File: config.mk
export PLATFORM = sky130hd
export DESIGN_NAME = ucode_sequencer
export DESIGN_NICKNAME = d
export VERILOG_FILES = /design/src/rtl/ucseq_pkg.sv /design/src/rtl/ucseq_rom.sv /design/src/rtl/ucseq_next_mux.sv /design/src/rtl/ucseq_state_reg.sv /design/src/rtl/ucode_sequencer.sv
export SDC_FILE = /design/constraint.sdc
export NUM_CORES = 1
export LEC_CHECK = 0
export ABC_AREA = 1
export CAP_MARGIN = 25
export CORE_AREA = 2 2 57 59
export CTS_CLUSTER_DIAMETER = 30
export CTS_CLUSTER_SIZE = 30
export DETAILED_ROUTE_END_ITERATION = 7
export DIE_AREA = 0 0 59 61
export PLACE_DENSITY = 0.73
export RECOVER_POWER = 50
export SLEW_MARGIN = 20
export SYNTH_ARGS = -nofsm -noshare
export SYNTH_HDL_FRONTEND = slang
export SYNTH_SLANG_ARGS = --single-unit
File: constraint.sdc
create_clock -name clk_i -period 5.1 [get_ports clk_i]
set_input_delay 1.275 -clock clk_i [delete_from_list [all_inputs] [get_ports clk_i]]
set_output_delay 1.275 -clock clk_i [all_outputs]
set_load 0.02 [all_outputs]
File: src/rtl/ucseq_pkg.sv
package ucseq_pkg;

  localparam int unsigned CTRL_W = 19;
  localparam int unsigned SEL_W  = 2;
  localparam int unsigned N_DRV  = 5;
  localparam int unsigned N_LD   = 6;

  // bit offsets above the successor field
  localparam int unsigned O_DR_REG = 0;
  localparam int unsigned O_DR_MEM = 1;
  localparam int unsigned O_DR_ALU = 2;
  localparam int unsigned O_DR_PC  = 3;
  localparam int unsigned O_DR_OFF = 4;
  localparam int unsigned O_LD_PC  = 5;
  localparam int unsigned O_LD_IR  = 6;
  localparam int unsigned O_LD_MAR = 7;
  localparam int unsigned O_LD_A   = 8;
  localparam int unsigned O_LD_B   = 9;
  localparam int unsigned O_LD_CMP = 10;
  localparam int unsigned O_WR_REG = 11;
  localparam int unsigned O_WR_MEM = 12;
  localparam int unsigned O_RSEL   = 13;
  localparam int unsigned O_ALU    = 15;
  localparam int unsigned O_OPT    = 17;
  localparam int unsigned O_CHK    = 18;

  typedef struct packed {
    logic             chk_cmp;
    logic             op_test;
    logic [SEL_W-1:0] alu_op;
    logic [SEL_W-1:0] reg_sel;
    logic             wr_mem;
    logic             wr_reg;
    logic [N_LD-1:0]  ld;
    logic [N_DRV-1:0] drv;
  } ctrl_t;

  typedef enum logic [1:0] {
    SRC_FIELD = 2'b00,
    SRC_SEQ   = 2'b01,
    SRC_COND  = 2'b10,
    SRC_BAD   = 2'b11
  } src_e;

  // default image geometry
  localparam int unsigned DEF_STATE_W = 6;
  localparam int unsigned DEF_OPC_W   = 4;
  localparam int unsigned DEF_CW_W    = DEF_STATE_W + CTRL_W;
  localparam int unsigned DEF_DEPTH   = 2 ** DEF_STATE_W;
  localparam int unsigned DEF_OPS     = 2 ** DEF_OPC_W;

  localparam logic [1:0] RS_X = 2'd0, RS_Y = 2'd1, RS_Z = 2'd2;
  localparam logic [1:0] AL_ADD = 2'd0, AL_SUB = 2'd1, AL_NAND = 2'd2, AL_INC = 2'd3;

  localparam logic [5:0] S_FETCH0 = 6'd0;
  localparam logic [5:0] S_ADD0   = 6'd3;
  localparam logic [5:0] S_NAND0  = 6'd6;
  localparam logic [5:0] S_ADDI0  = 6'd9;
  localparam logic [5:0] S_LW0    = 6'd12;
  localparam logic [5:0] S_SW0    = 6'd16;
  localparam logic [5:0] S_GOTO0  = 6'd20;
  localparam logic [5:0] S_JALR0  = 6'd23;
  localparam logic [5:0] S_HALT   = 6'd25;
  localparam logic [5:0] S_SKP0   = 6'd26;
  localparam logic [5:0] S_SKPT0  = 6'd30;
  localparam logic [5:0] S_LEA0   = 6'd32;

  localparam logic [CTRL_W-1:0] F_DR_REG = CTRL_W'(1) << O_DR_REG;
  localparam logic [CTRL_W-1:0] F_DR_MEM = CTRL_W'(1) << O_DR_MEM;
  localparam logic [CTRL_W-1:0] F_DR_ALU = CTRL_W'(1) << O_DR_ALU;
  localparam logic [CTRL_W-1:0] F_DR_PC  = CTRL_W'(1) << O_DR_PC;
  localparam logic [CTRL_W-1:0] F_DR_OFF = CTRL_W'(1) << O_DR_OFF;
  localparam logic [CTRL_W-1:0] F_LD_PC  = CTRL_W'(1) << O_LD_PC;
  localparam logic [CTRL_W-1:0] F_LD_IR  = CTRL_W'(1) << O_LD_IR;
  localparam logic [CTRL_W-1:0] F_LD_MAR = CTRL_W'(1) << O_LD_MAR;
  localparam logic [CTRL_W-1:0] F_LD_A   = CTRL_W'(1) << O_LD_A;
  localparam logic [CTRL_W-1:0] F_LD_B   = CTRL_W'(1) << O_LD_B;
  localparam logic [CTRL_W-1:0] F_LD_CMP = CTRL_W'(1) << O_LD_CMP;
  localparam logic [CTRL_W-1:0] F_WR_REG = CTRL_W'(1) << O_WR_REG;
  localparam logic [CTRL_W-1:0] F_WR_MEM = CTRL_W'(1) << O_WR_MEM;
  localparam logic [CTRL_W-1:0] F_OPT    = CTRL_W'(1) << O_OPT;
  localparam logic [CTRL_W-1:0] F_CHK    = CTRL_W'(1) << O_CHK;

  function automatic logic [CTRL_W-1:0] f_rsel(logic [1:0] v);
    return CTRL_W'(v) << O_RSEL;
  endfunction

  function automatic logic [CTRL_W-1:0] f_alu(logic [1:0] v);
    return CTRL_W'(v) << O_ALU;
  endfunction

  function automatic logic [DEF_CW_W-1:0] uw(logic [5:0] nxt, logic [CTRL_W-1:0] c);
    return {c, nxt};
  endfunction

  // operand A from RY, operand B from RZ or the offset, then ALU result to dst
  function automatic logic [DEF_DEPTH*DEF_CW_W-1:0] main_image();
    logic [DEF_CW_W-1:0] w [DEF_DEPTH];
    logic [DEF_DEPTH*DEF_CW_W-1:0] img;
    for (int i = 0; i < DEF_DEPTH; i++) w[i] = uw(S_FETCH0, '0);
    w[0]  = uw(6'd1, F_DR_PC | F_LD_MAR | F_LD_A);
    w[1]  = uw(6'd2, F_DR_MEM | F_LD_IR);
    w[2]  = uw(6'd0, f_alu(AL_INC) | F_DR_ALU | F_LD_PC | F_OPT);
    w[S_ADD0]      = uw(S_ADD0 + 6'd1, f_rsel(RS_Y) | F_DR_REG | F_LD_A);
    w[S_ADD0 + 1]  = uw(S_ADD0 + 6'd2, f_rsel(RS_Z) | F_DR_REG | F_LD_B);
    w[S_ADD0 + 2]  = uw(S_FETCH0, f_alu(AL_ADD) | F_DR_ALU | f_rsel(RS_X) | F_WR_REG);
    w[S_NAND0]     = uw(S_NAND0 + 6'd1, f_rsel(RS_Y) | F_DR_REG | F_LD_A);
    w[S_NAND0 + 1] = uw(S_NAND0 + 6'd2, f_rsel(RS_Z) | F_DR_REG | F_LD_B);
    w[S_NAND0 + 2] = uw(S_FETCH0, f_alu(AL_NAND) | F_DR_ALU | f_rsel(RS_X) | F_WR_REG);
    w[S_ADDI0]     = uw(S_ADDI0 + 6'd1, f_rsel(RS_Y) | F_DR_REG | F_LD_A);
    w[S_ADDI0 + 1] = uw(S_ADDI0 + 6'd2, F_DR_OFF | F_LD_B);
    w[S_ADDI0 + 2] = uw(S_FETCH0, f_alu(AL_ADD) | F_DR_ALU | f_rsel(RS_X) | F_WR_REG);
    w[S_LW0]       = uw(S_LW0 + 6'd1, f_rsel(RS_Y) | F_DR_REG | F_LD_A);
    w[S_LW0 + 1]   = uw(S_LW0 + 6'd2, F_DR_OFF | F_LD_B);
    w[S_LW0 + 2]   = uw(S_LW0 + 6'd3, f_alu(AL_ADD) | F_DR_ALU | F_LD_MAR);
    w[S_LW0 + 3]   = uw(S_FETCH0, F_DR_MEM | f_rsel(RS_X) | F_WR_REG);
    w[S_SW0]       = uw(S_SW0 + 6'd1, f_rsel(RS_Y) | F_DR_REG | F_LD_A);
    w[S_SW0 + 1]   = uw(S_SW0 + 6'd2, F_DR_OFF | F_LD_B);
    w[S_SW0 + 2]   = uw(S_SW0 + 6'd3, f_alu(AL_ADD) | F_DR_ALU | F_LD_MAR);
    w[S_SW0 + 3]   = uw(S_FETCH0, f_rsel(RS_X) | F_DR_REG | F_WR_MEM);
    w[S_GOTO0]     = uw(S_GOTO0 + 6'd1, F_DR_PC | F_LD_A);
    w[S_GOTO0 + 1] = uw(S_GOTO0 + 6'd2, F_DR_OFF | F_LD_B);
    w[S_GOTO0 + 2] = uw(S_FETCH0, f_alu(AL_ADD) | F_DR_ALU | F_LD_PC);
    w[S_JALR0]     = uw(S_JALR0 + 6'd1, F_DR_PC | f_rsel(RS_X) | F_WR_REG);
    w[S_JALR0 + 1] = uw(S_FETCH0, f_rsel(RS_Y) | F_DR_REG | F_LD_PC);
    w[S_HALT]      = uw(S_HALT, '0);
    w[S_SKP0]      = uw(S_SKP0 + 6'd1, f_rsel(RS_Y) | F_DR_REG | F_LD_A);
    w[S_SKP0 + 1]  = uw(S_SKP0 + 6'd2, f_rsel(RS_Z) | F_DR_REG | F_LD_B);
    w[S_SKP0 + 2]  = uw(S_SKP0 + 6'd3, f_alu(AL_SUB) | F_DR_ALU | F_LD_CMP);
    w[S_SKP0 + 3]  = uw(S_FETCH0, F_CHK);
    w[S_SKPT0]     = uw(S_SKPT0 + 6'd1, F_DR_PC | F_LD_A);
    w[S_SKPT0 + 1] = uw(S_FETCH0, f_alu(AL_INC) | F_DR_ALU | F_LD_PC);
    w[S_LEA0]      = uw(S_LEA0 + 6'd1, F_DR_PC | F_LD_A);
    w[S_LEA0 + 1]  = uw(S_LEA0 + 6'd2, F_DR_OFF | F_LD_B);
    w[S_LEA0 + 2]  = uw(S_FETCH0, f_alu(AL_ADD) | F_DR_ALU | f_rsel(RS_X) | F_WR_REG);
    for (int i = 0; i < DEF_DEPTH; i++) img[i*DEF_CW_W +: DEF_CW_W] = w[i];
    return img;
  endfunction

  function automatic logic [DEF_OPS*DEF_STATE_W-1:0] seq_image();
    logic [DEF_OPS*DEF_STATE_W-1:0] img;
    for (int op = 0; op < DEF_OPS; op++) begin
      logic [5:0] s;
      case (op)
        0:       s = S_ADD0;
        1:       s = S_NAND0;
        2:       s = S_ADDI0;
        3:       s = S_LW0;
        4:       s = S_SW0;
        5:       s = S_GOTO0;
        6:       s = S_JALR0;
        8:       s = S_SKP0;
        9:       s = S_LEA0;
        default: s = S_HALT;
      endcase
      img[op*DEF_STATE_W +: DEF_STATE_W] = s;
    end
    return img;
  endfunction

  function automatic logic [2*DEF_STATE_W-1:0] cond_image();
    return {S_SKPT0, S_FETCH0};
  endfunction

endpackage

File: src/rtl/ucseq_rom.sv
module ucseq_rom #(
  parameter int unsigned ADDR_W = 1,
  parameter int unsigned DATA_W = 1,
  parameter logic [(2**ADDR_W)*DATA_W-1:0] IMAGE = '0
) (
  input  logic [ADDR_W-1:0] addr_i,
  output logic [DATA_W-1:0] data_o
);
  localparam int unsigned DEPTH = 2 ** ADDR_W;

  logic [DATA_W-1:0] rows [DEPTH];

  for (genvar g = 0; g < DEPTH; g++) begin : g_row
    assign rows[g] = IMAGE[g*DATA_W +: DATA_W];
  end

  assign data_o = rows[addr_i];
endmodule

File: src/rtl/ucseq_next_mux.sv
module ucseq_next_mux
  import ucseq_pkg::*;
#(
  parameter int unsigned STATE_W = 6
) (
  input  logic               op_test_i,
  input  logic               chk_cmp_i,
  input  logic [STATE_W-1:0] field_i,
  input  logic [STATE_W-1:0] seq_i,
  input  logic [STATE_W-1:0] cond_i,
  output logic [STATE_W-1:0] next_o
);
  src_e src;

  always_comb begin
    src = src_e'({chk_cmp_i, op_test_i});
    unique case (src)
      SRC_FIELD: next_o = field_i;
      SRC_SEQ:   next_o = seq_i;
      SRC_COND:  next_o = cond_i;
      default:   next_o = '0;  // illegal dual dispatch: restart fetch
    endcase
  end
endmodule

File: src/rtl/ucseq_state_reg.sv
module ucseq_state_reg #(
  parameter int unsigned STATE_W = 6
) (
  input  logic               clk_i,
  input  logic               rst_ni,
  input  logic               en_i,
  input  logic [STATE_W-1:0] d_i,
  output logic [STATE_W-1:0] q_o
);
  always_ff @(posedge clk_i or negedge rst_ni) begin
    if (!rst_ni)   q_o <= '0;
    else if (en_i) q_o <= d_i;
  end
endmodule

File: src/rtl/ucode_sequencer.sv
module ucode_sequencer
  import ucseq_pkg::*;
#(
  parameter int unsigned STATE_W = DEF_STATE_W,
  parameter int unsigned OPC_W   = DEF_OPC_W,
  parameter logic [(2**STATE_W)*(STATE_W+CTRL_W)-1:0] MAIN_ROM = main_image(),
  parameter logic [(2**OPC_W)*STATE_W-1:0]            SEQ_ROM  = seq_image(),
  parameter logic [2*STATE_W-1:0]                     COND_ROM = cond_image()
) (
  input  logic               clk_i,
  input  logic               rst_ni,
  input  logic               step_en_i,
  input  logic [OPC_W-1:0]   opcode_i,
  input  logic               cmp_i,
  output logic [STATE_W-1:0] state_o,
  output logic               drv_reg_o,
  output logic               drv_mem_o,
  output logic               drv_alu_o,
  output logic               drv_pc_o,
  output logic               drv_off_o,
  output logic               ld_pc_o,
  output logic               ld_ir_o,
  output logic               ld_mar_o,
  output logic               ld_a_o,
  output logic               ld_b_o,
  output logic               ld_cmp_o,
  output logic               wr_reg_o,
  output logic               wr_mem_o,
  output logic [SEL_W-1:0]   reg_sel_o,
  output logic [SEL_W-1:0]   alu_op_o,
  output logic               op_test_o,
  output logic               chk_cmp_o
);
  localparam int unsigned CW_W = STATE_W + CTRL_W;

  logic [STATE_W-1:0] state_q, state_n;
  logic [CW_W-1:0]    cw;
  logic [STATE_W-1:0] ns_field, seq_word, cond_word;
  ctrl_t              ctrl;

  ucseq_rom #(.ADDR_W(STATE_W), .DATA_W(CW_W), .IMAGE(MAIN_ROM)) u_main (
    .addr_i(state_q), .data_o(cw)
  );

  ucseq_rom #(.ADDR_W(OPC_W), .DATA_W(STATE_W), .IMAGE(SEQ_ROM)) u_seq (
    .addr_i(opcode_i), .data_o(seq_word)
  );

  ucseq_rom #(.ADDR_W(1), .DATA_W(STATE_W), .IMAGE(COND_ROM)) u_cond (
    .addr_i(cmp_i), .data_o(cond_word)
  );

  assign ns_field = cw[STATE_W-1:0];
  assign ctrl     = ctrl_t'(cw[CW_W-1:STATE_W]);

  ucseq_next_mux #(.STATE_W(STATE_W)) u_mux (
    .op_test_i(ctrl.op_test),
    .chk_cmp_i(ctrl.chk_cmp),
    .field_i  (ns_field),
    .seq_i    (seq_word),
    .cond_i   (cond_word),
    .next_o   (state_n)
  );

  ucseq_state_reg #(.STATE_W(STATE_W)) u_state (
    .clk_i (clk_i),
    .rst_ni(rst_ni),
    .en_i  (step_en_i),
    .d_i   (state_n),
    .q_o   (state_q)
  );

  assign state_o   = state_q;
  assign drv_reg_o = ctrl.drv[O_DR_REG];
  assign drv_mem_o = ctrl.drv[O_DR_MEM];
  assign drv_alu_o = ctrl.drv[O_DR_ALU];
  assign drv_pc_o  = ctrl.drv[O_DR_PC];
  assign drv_off_o = ctrl.drv[O_DR_OFF];
  assign ld_pc_o   = ctrl.ld[O_LD_PC  - N_DRV];
  assign ld_ir_o   = ctrl.ld[O_LD_IR  - N_DRV];
  assign ld_mar_o  = ctrl.ld[O_LD_MAR - N_DRV];
  assign ld_a_o    = ctrl.ld[O_LD_A   - N_DRV];
  assign ld_b_o    = ctrl.ld[O_LD_B   - N_DRV];
  assign ld_cmp_o  = ctrl.ld[O_LD_CMP - N_DRV];
  assign wr_reg_o  = ctrl.wr_reg;
  assign wr_mem_o  = ctrl.wr_mem;
  assign reg_sel_o = ctrl.reg_sel;
  assign alu_op_o  = ctrl.alu_op;
  assign op_test_o = ctrl.op_test;
  assign chk_cmp_o = ctrl.chk_cmp;
endmodule

==> metrics, run 1 <==
crit-path most repeated cell nand2_1; CTS Hold Bufs 0; max reg flops 6; Core Util, Final 54.07%; initial antenna violation count 0; status complete, no violations; Setup crit start kind flop; post-DP HPWL 2.781 mm; highest ir drop seen on vdd about 0.00035 V; final WL 3.576 mm; drt drc 0; slowest CP cell clkdlybuf4s50_1; area grow syn2layout 21.99%; Combinational Power Share between 80% and 90%; Core Area 0.002953 mm²; share of total power in sequential cells around 14%; internal reg-to-reg setup slack about 3.1 ns; Synth area leaders nand2_1, dfrtp_1, ha_1, nand3_1, nor2_1; post-CTS sizing 0; Biggest register u_state.q_o; chip width between 50 and 60 µm; H-tree level count 1; row count 20; CP peak stage delay 0.59 ns; Buf/Inv on CP 2; starting DRC count in detailed routing 81; CP endpoint wr_reg_o; RSZ-0062 raised after global routing false; Hold/Removal Path Class reg2reg; final instance area 0.001597 mm²; number of max-cap violations 0; Die Height 61 µm; drt wl/cell 13.15 µm; final-report hold violation count 0; Synth warnings 0; largest net degree at the start of global routing 23; Sw Ratio 58.97%; Synth cell types 31; I/O pins 33; final worst-path cycle share 75.76%; f_max 258.8 MHz; Final setup viols 0; Slew @ Worst Pin 0.7781 ns; mapped cell area between 0.001 and 0.0015 mm²; min Tclk post-route 3.864 ns; vias in the first global route 1333; EDFF count, synth 0; crit path DAT 2.59 ns; asr flop ratio synth 100.0%; sw power 682.9 µW; share of post-route cells with drive strength above 1 8.368%; synthesized flop and latch total 6; fill count 303; Post-Syn Nets between 200 and 250; pwr dens ~730 mW/mm²; Clock power frac 3.9%; Routed Antenna Nets 0; clk sinks 6; Clock Root Buffer clkbuf_4; RD Place Congestion between 0.9 and 1; diode count 0; CTS Buffer Depth 2; CP Cell Sequence inv_1 > ha_1 > nor2_1 > nand2_1 > o21ai_0 > o21ai_0 > o21ai_1 > nand2_1 > nand2_1 > clkdlybuf4s50_1; Int Pwr 475.2 µW; post-synthesis cell count around 220; Clock Pin Slew Worst Setup and Hold Paths 0.04 ns; critical path endpoint category primary output; postcts setup bufs 0; P_leak 0.7548 nW; r2r startpoint u_state.q_o[3]; CTS buffer count 3; Area after DPL 0.001574 mm²; Largest regs u_state.q_o (6); global-route wire length before repair about 6 mm; CP required 3.83 ns; CTS tree yes; Max Clock Skew 0.005813 ns; cell depth of the worst setup path 10; worst-skew pair later-pin latency 0.25 ns; cell family with most CP delay buffers and inverters; ys flop type dfrtp_1; routed vias/inst 5.596; Critical Path Start u_state.q_o[0]; Die ar. 0.003599 mm²; top cell type by total area after synthesis nand2_1; Avg Inst Size Synth around 6 µm²; max_slew headroom 48.13%; post-synth top area share 16.35%; total grt overflow 0; register area share after synthesis between 10% and 20%; WS Path Type reg2out; Layout Nets 261; worst r2r path cells 8; fin. max-slew vios 0; gr usage total 20.95%; Fin Setup TNS 0 ns; R2R Path End u_state.q_o[2]; Fin Hold WS ~0.66 ns; first-pass iteration count of the detailed router 4; Max FO, Critical Path 10; PortBufs 32; vias post-DR 1522; initial core utilization 44.32%
==> synth_stat cells (4+ instances only) <==
master / count
nand2_1: 57
nor2_1: 26
nand3_1: 25
inv_1: 16
o21ai_0: 15
ha_1: 12
a21oi_1: 9
buf_6: 6
dfrtp_1: 6
a21oi_2: 4
nor3_1: 4
o211ai_1: 4
==> placed cells by master, fill, tap and decap left out, types with 3 or more instances in the layout <==
cell	synthesis	routed
o211ai_1	4	4
inv_1	16	16
inv_2	3	3
dfrtp_1	6	6
o21ai_1	3	3
nor3_1	4	4
a21oi_1	9	9
nor2_1	26	26
ha_1	12	12
nand3_1	25	25
nand2_1	57	57
a21oi_2	4	4
o21ai_0	15	15
clkdlybuf4s50_1	0	22
dlygate4sd3_1	0	10
clkbuf_4	0	3
==> cell type report <==
| type | instances | area, µm² | area share [%] |
|---|---|---|---|
| Tap cell | 33 | 41.29 | 2.586 |
| Sequential cell | 6 | 150.1 | 9.404 |
| Timing Repair Buffer | 32 | 320.3 | 20.06 |
| Inverter | 21 | 83.83 | 5.251 |
| Clock buffer | 3 | 22.52 | 1.411 |
| Multi-Input combinational cell | 177 | 978.4 | 61.29 |
==> metal layers <==
metal | share of wire [%] | global-route usage (%) | vias up | wire length [µm]
met2 | 48 | 34.76 | 79 | 1700
met4 | 1.5 | 6.169 | 0 | 53
met5 | 0 | 0 | - | 0
li1 | - | - | 774 | -
met1 | 42 | 28.61 | 661 | 1510
met3 | 8.7 | 2.559 | 8 | 312
==> power groups by stage <==
stage,clock network [mW],logic [mW],registers [mW]
after floorplan,0,0.716,0.119
after global placement,0,0.953,0.163
after detailed placement,0,0.950,0.165
after CTS,0.0459,0.953,0.164
after global routing,0.0481,1.04,0.174
final,0.0455,0.949,0.164
==> tightest hold or removal path, cell delays in order, from the launching register on <==
cell and delay (ns):
dfrtp_1 0.44, nor2_1 0.08, a21oi_2 0.10
==> metrics by stage <==
stage / setup slack [ns] / power [mW] / instances
after floorplan: 1.920 / 0.8353 / 215
after global placement: 1.568 / 1.116 / 269
after detailed placement: 1.504 / 1.115 / 269
after CTS: 1.238 / 1.163 / 272
after global routing: 0.9968 / 1.260 / 272
final: 1.236 / 1.158 / 272
==> how the worst min path moves through the flow <==
stage | slack (ns) | end | from | cells after the start
4_1_cts | 0.67 | u_state.q_o[1] | u_state.q_o[1] | 2
2_1_floorplan | 0.73 | u_state.q_o[1] | u_state.q_o[1] | 2
3_3_place_gp | 0.65 | u_state.q_o[1] | u_state.q_o[1] | 2
5_1_grt | 0.74 | u_state.q_o[1] | u_state.q_o[1] | 2
3_5_place_dp | 0.67 | u_state.q_o[1] | u_state.q_o[1] | 2
6_report | 0.66 | u_state.q_o[1] | u_state.q_o[1] | 2
==> kinds of logic (layout without fill, tap and decap cells) <==
| group | count (synthesis) | in the layout | share of synthesized area [%] |
|---|---|---|---|
| flops | 6 | 6 | 11.47 |
| buf+inv | 32 | 56 | 13.77 |
| fa+ha+maj | 12 | 12 | 11.47 |
| simple gates | 122 | 122 | 43.21 |
| compound gates | 43 | 43 | 20.08 |
No activity file was read; power rests on OpenSTA's default activity.
==> inputs of run 2 (changes only) <==
- clock period: 5.1 -> 3.6 ns (I/O delays scaled with it)
==> run 2 against run 1 <==
Net effect: critical path depth shrank 1; non-clock buffer count grew 3; clock power grew 39%; global-route usage grew 0.65 points; cell count grew 1.1%; via count grew 0.92%; clock skew grew 0.0025 ns; register-to-register slack lost 1.4 ns; worst hold slack gained 0.00071 ns; critical path type unchanged; critical endpoint unchanged.
==> metrics, run 2 (same netlist as run 1, synthesis figures left out) <==
Setup crit start kind flop; initial core utilization 44.32% (unchanged); RD Place Congestion 0.9735 (+7.5%); Post-Place Cells 272 (+1.1%); max reg flops 6 (unchanged); Core Util, Final 54.87% (+0.81 points); starting DRC count in detailed routing 87 (+7.4%); Max Clock Skew 0.008297 ns (+0.002483 ns); final worst-path cycle share 94.31%; Pwr Total 1.656 mW (+43%); CTS Buffer Depth 2 (unchanged); clk sinks 6 (unchanged); highest ir drop seen on vdd 0.0005620 V (+59%); global-route wire length before repair 6.072 mm (+2.6%); Area after DPL 0.001597 mm² (+1.4%); fin cells 275 (+1.1%); Biggest register u_state.q_o; CP peak stage delay 0.59 ns (about the same); drt wl/cell 13.17 µm (+0.18%); CTS Hold Bufs 0 (unchanged); final-report hold violation count 0 (unchanged); pwr dens 1022 mW/mm² (+41%); worst r2r path cells 9 (+1); initial antenna violation count 0 (unchanged); min Tclk post-route 3.395 ns; critical path endpoint category primary output; P_leak 0.7690 nW (+1.9%); status complete, no violations; postcts setup bufs 0 (unchanged); drt drc 0 (unchanged); r2r startpoint u_state.q_o[0]; Hold/Removal Path Class reg2reg; Max FO, Critical Path 7 (-3); Hold Path End u_state.q_o[0]; slowest CP cell clkdlybuf4s50_1; Routed Antenna Nets 0 (unchanged); row count 20 (unchanged); R2R Path End u_state.q_o[2]; Die ar. 0.003599 mm² (unchanged); fin. max-slew vios 0 (unchanged); CP Cell Sequence inv_1 > ha_1 > nand2_2 > o21ai_0 > o21ai_0 > o21ai_1 > nand2_1 > nand2_1 > clkdlybuf4s50_1; area grow syn2layout 23.80%; final worst-path setup slack 0.2048 ns (-1.031 ns); Final setup viols 0 (unchanged); most frequent cells in the layout nand2_1, nor2_1, nand3_1, clkdlybuf4s50_1, inv_1; CP required 2.70 ns (-1.13 ns); CTS buffer count 3 (unchanged); WS Path Type reg2out; f_max 294.5 MHz; fill count 313 (+3.3%); internal reg-to-reg setup slack 1.71 ns (-1.35 ns); RSZ-0062 raised after global routing false; Hold Startpoint u_state.q_o[0]; I/O pins 33 (unchanged); Fin Hold WS 0.6656 ns (+0.0007060 ns); Clock Pin Slew Worst Setup and Hold Paths 0.04 ns (about the same); final WL 3.622 mm (+1.3%); Core Area 0.002953 mm² (unchanged); max_slew headroom 54.47% (+6.3 points); post-DP HPWL 2.777 mm (-0.13%); number of max-cap violations 0 (unchanged); PortBufs 32 (unchanged); pre-CTS WS 0.4337 ns (-1.070 ns); chip width 59 µm (unchanged); Fin Setup TNS 0 ns (unchanged); most common cell after layout, fill and taps aside nand2_1; total grt overflow 0 (unchanged); largest net degree at the start of global routing 22 (-4.3%); gr usage total 21.60% (+0.65 points); vias in the first global route 1340 (+0.53%); share of post-route cells with drive strength above 1 9.917% (+1.5 points); Largest regs u_state.q_o (6); worst-skew pair later-pin latency 0.25 ns (about the same); vias post-DR 1536 (+0.92%); Clock Root Buffer clkbuf_4; H-tree level count 1 (unchanged); first-pass iteration count of the detailed router 4 (unchanged); final instance area 0.001620 mm² (+1.5%); post-CTS sizing 0 (unchanged); CTS tree yes; hold depth 2 (unchanged); Layout Nets 264 (+1.1%); Slew @ Worst Pin 0.6830 ns (-0.09508 ns); Die Height 61 µm (unchanged); crit path DAT 2.50 ns (-0.09 ns); diode count 0 (unchanged); routed vias/inst 5.585 (-0.18%)
==> run 2: cell count changes in the layout (fill, tap and decap cells not counted), sizes merged <==
cell / previous run / this run
buf: 0 / 3
==> run 2: per-layer routing <==
| layer | track usage [%] | vias up | part of all wire, % |
|---|---|---|---|
| li1 | - | 777 | - |
| met1 | 30.27 | 663 | 45 |
| met2 | 32.86 | 83 | 45 |
| met3 | 2.772 | 13 | 7.3 |
| met4 | 10.39 | 0 | 2.9 |
| met5 | 0 | - | 0 |
==> run 2: power breakdown <==
group	switching (mW)	leakage, nW	internal [mW]
clock network	0.0256	0.0138	0.0378
registers	0.0945	0.0700	0.0972
logic	0.845	0.685	0.556
total	0.966	0.769	0.691
==> run 2: worst max path at each step <==
| stage | startpoint | endpoint | cells past startpoint |
|---|---|---|---|
| floorplan | u_state.q_o[0] | drv_alu_o | 7 |
| global placement | u_state.q_o[0] | wr_reg_o | 10 |
| detailed placement | u_state.q_o[0] | wr_reg_o | 10 |
| CTS | u_state.q_o[0] | wr_reg_o | 10 |
| global route | u_state.q_o[1] | wr_reg_o | 9 |
| finish | u_state.q_o[1] | wr_reg_o | 9 |
==> run 2: area by class of cell <==
| type | instances | area, µm² | area share, % |
|---|---|---|---|
| Sequential cell | 6 | 151.4 | 9.344 |
| Timing Repair Buffer | 35 | 342.8 | 21.16 |
| Tap cell | 33 | 41.29 | 2.548 |
| Clock buffer | 3 | 22.52 | 1.390 |
| Inverter | 21 | 83.83 | 5.174 |
| Multi-Input combinational cell | 177 | 978.4 | 60.39 |
==> run 2: critical path, delay by kind of cell (launching register included) <==
family	cells	cell delay, ns
adders and majority gates	1	0.30
AOI/OAI and AO/OA	3	0.47
DFF	1	0.44
and+or+nand+nor	3	0.23
buffers and inverters	2	0.79
==> inputs of run 3 (changes only) <==
- ABC_CLOCK_PERIOD_IN_PS: unset -> 3600
==> results of run 3 <==
The final DEF is identical to that of run 2; final timing and power are the same.
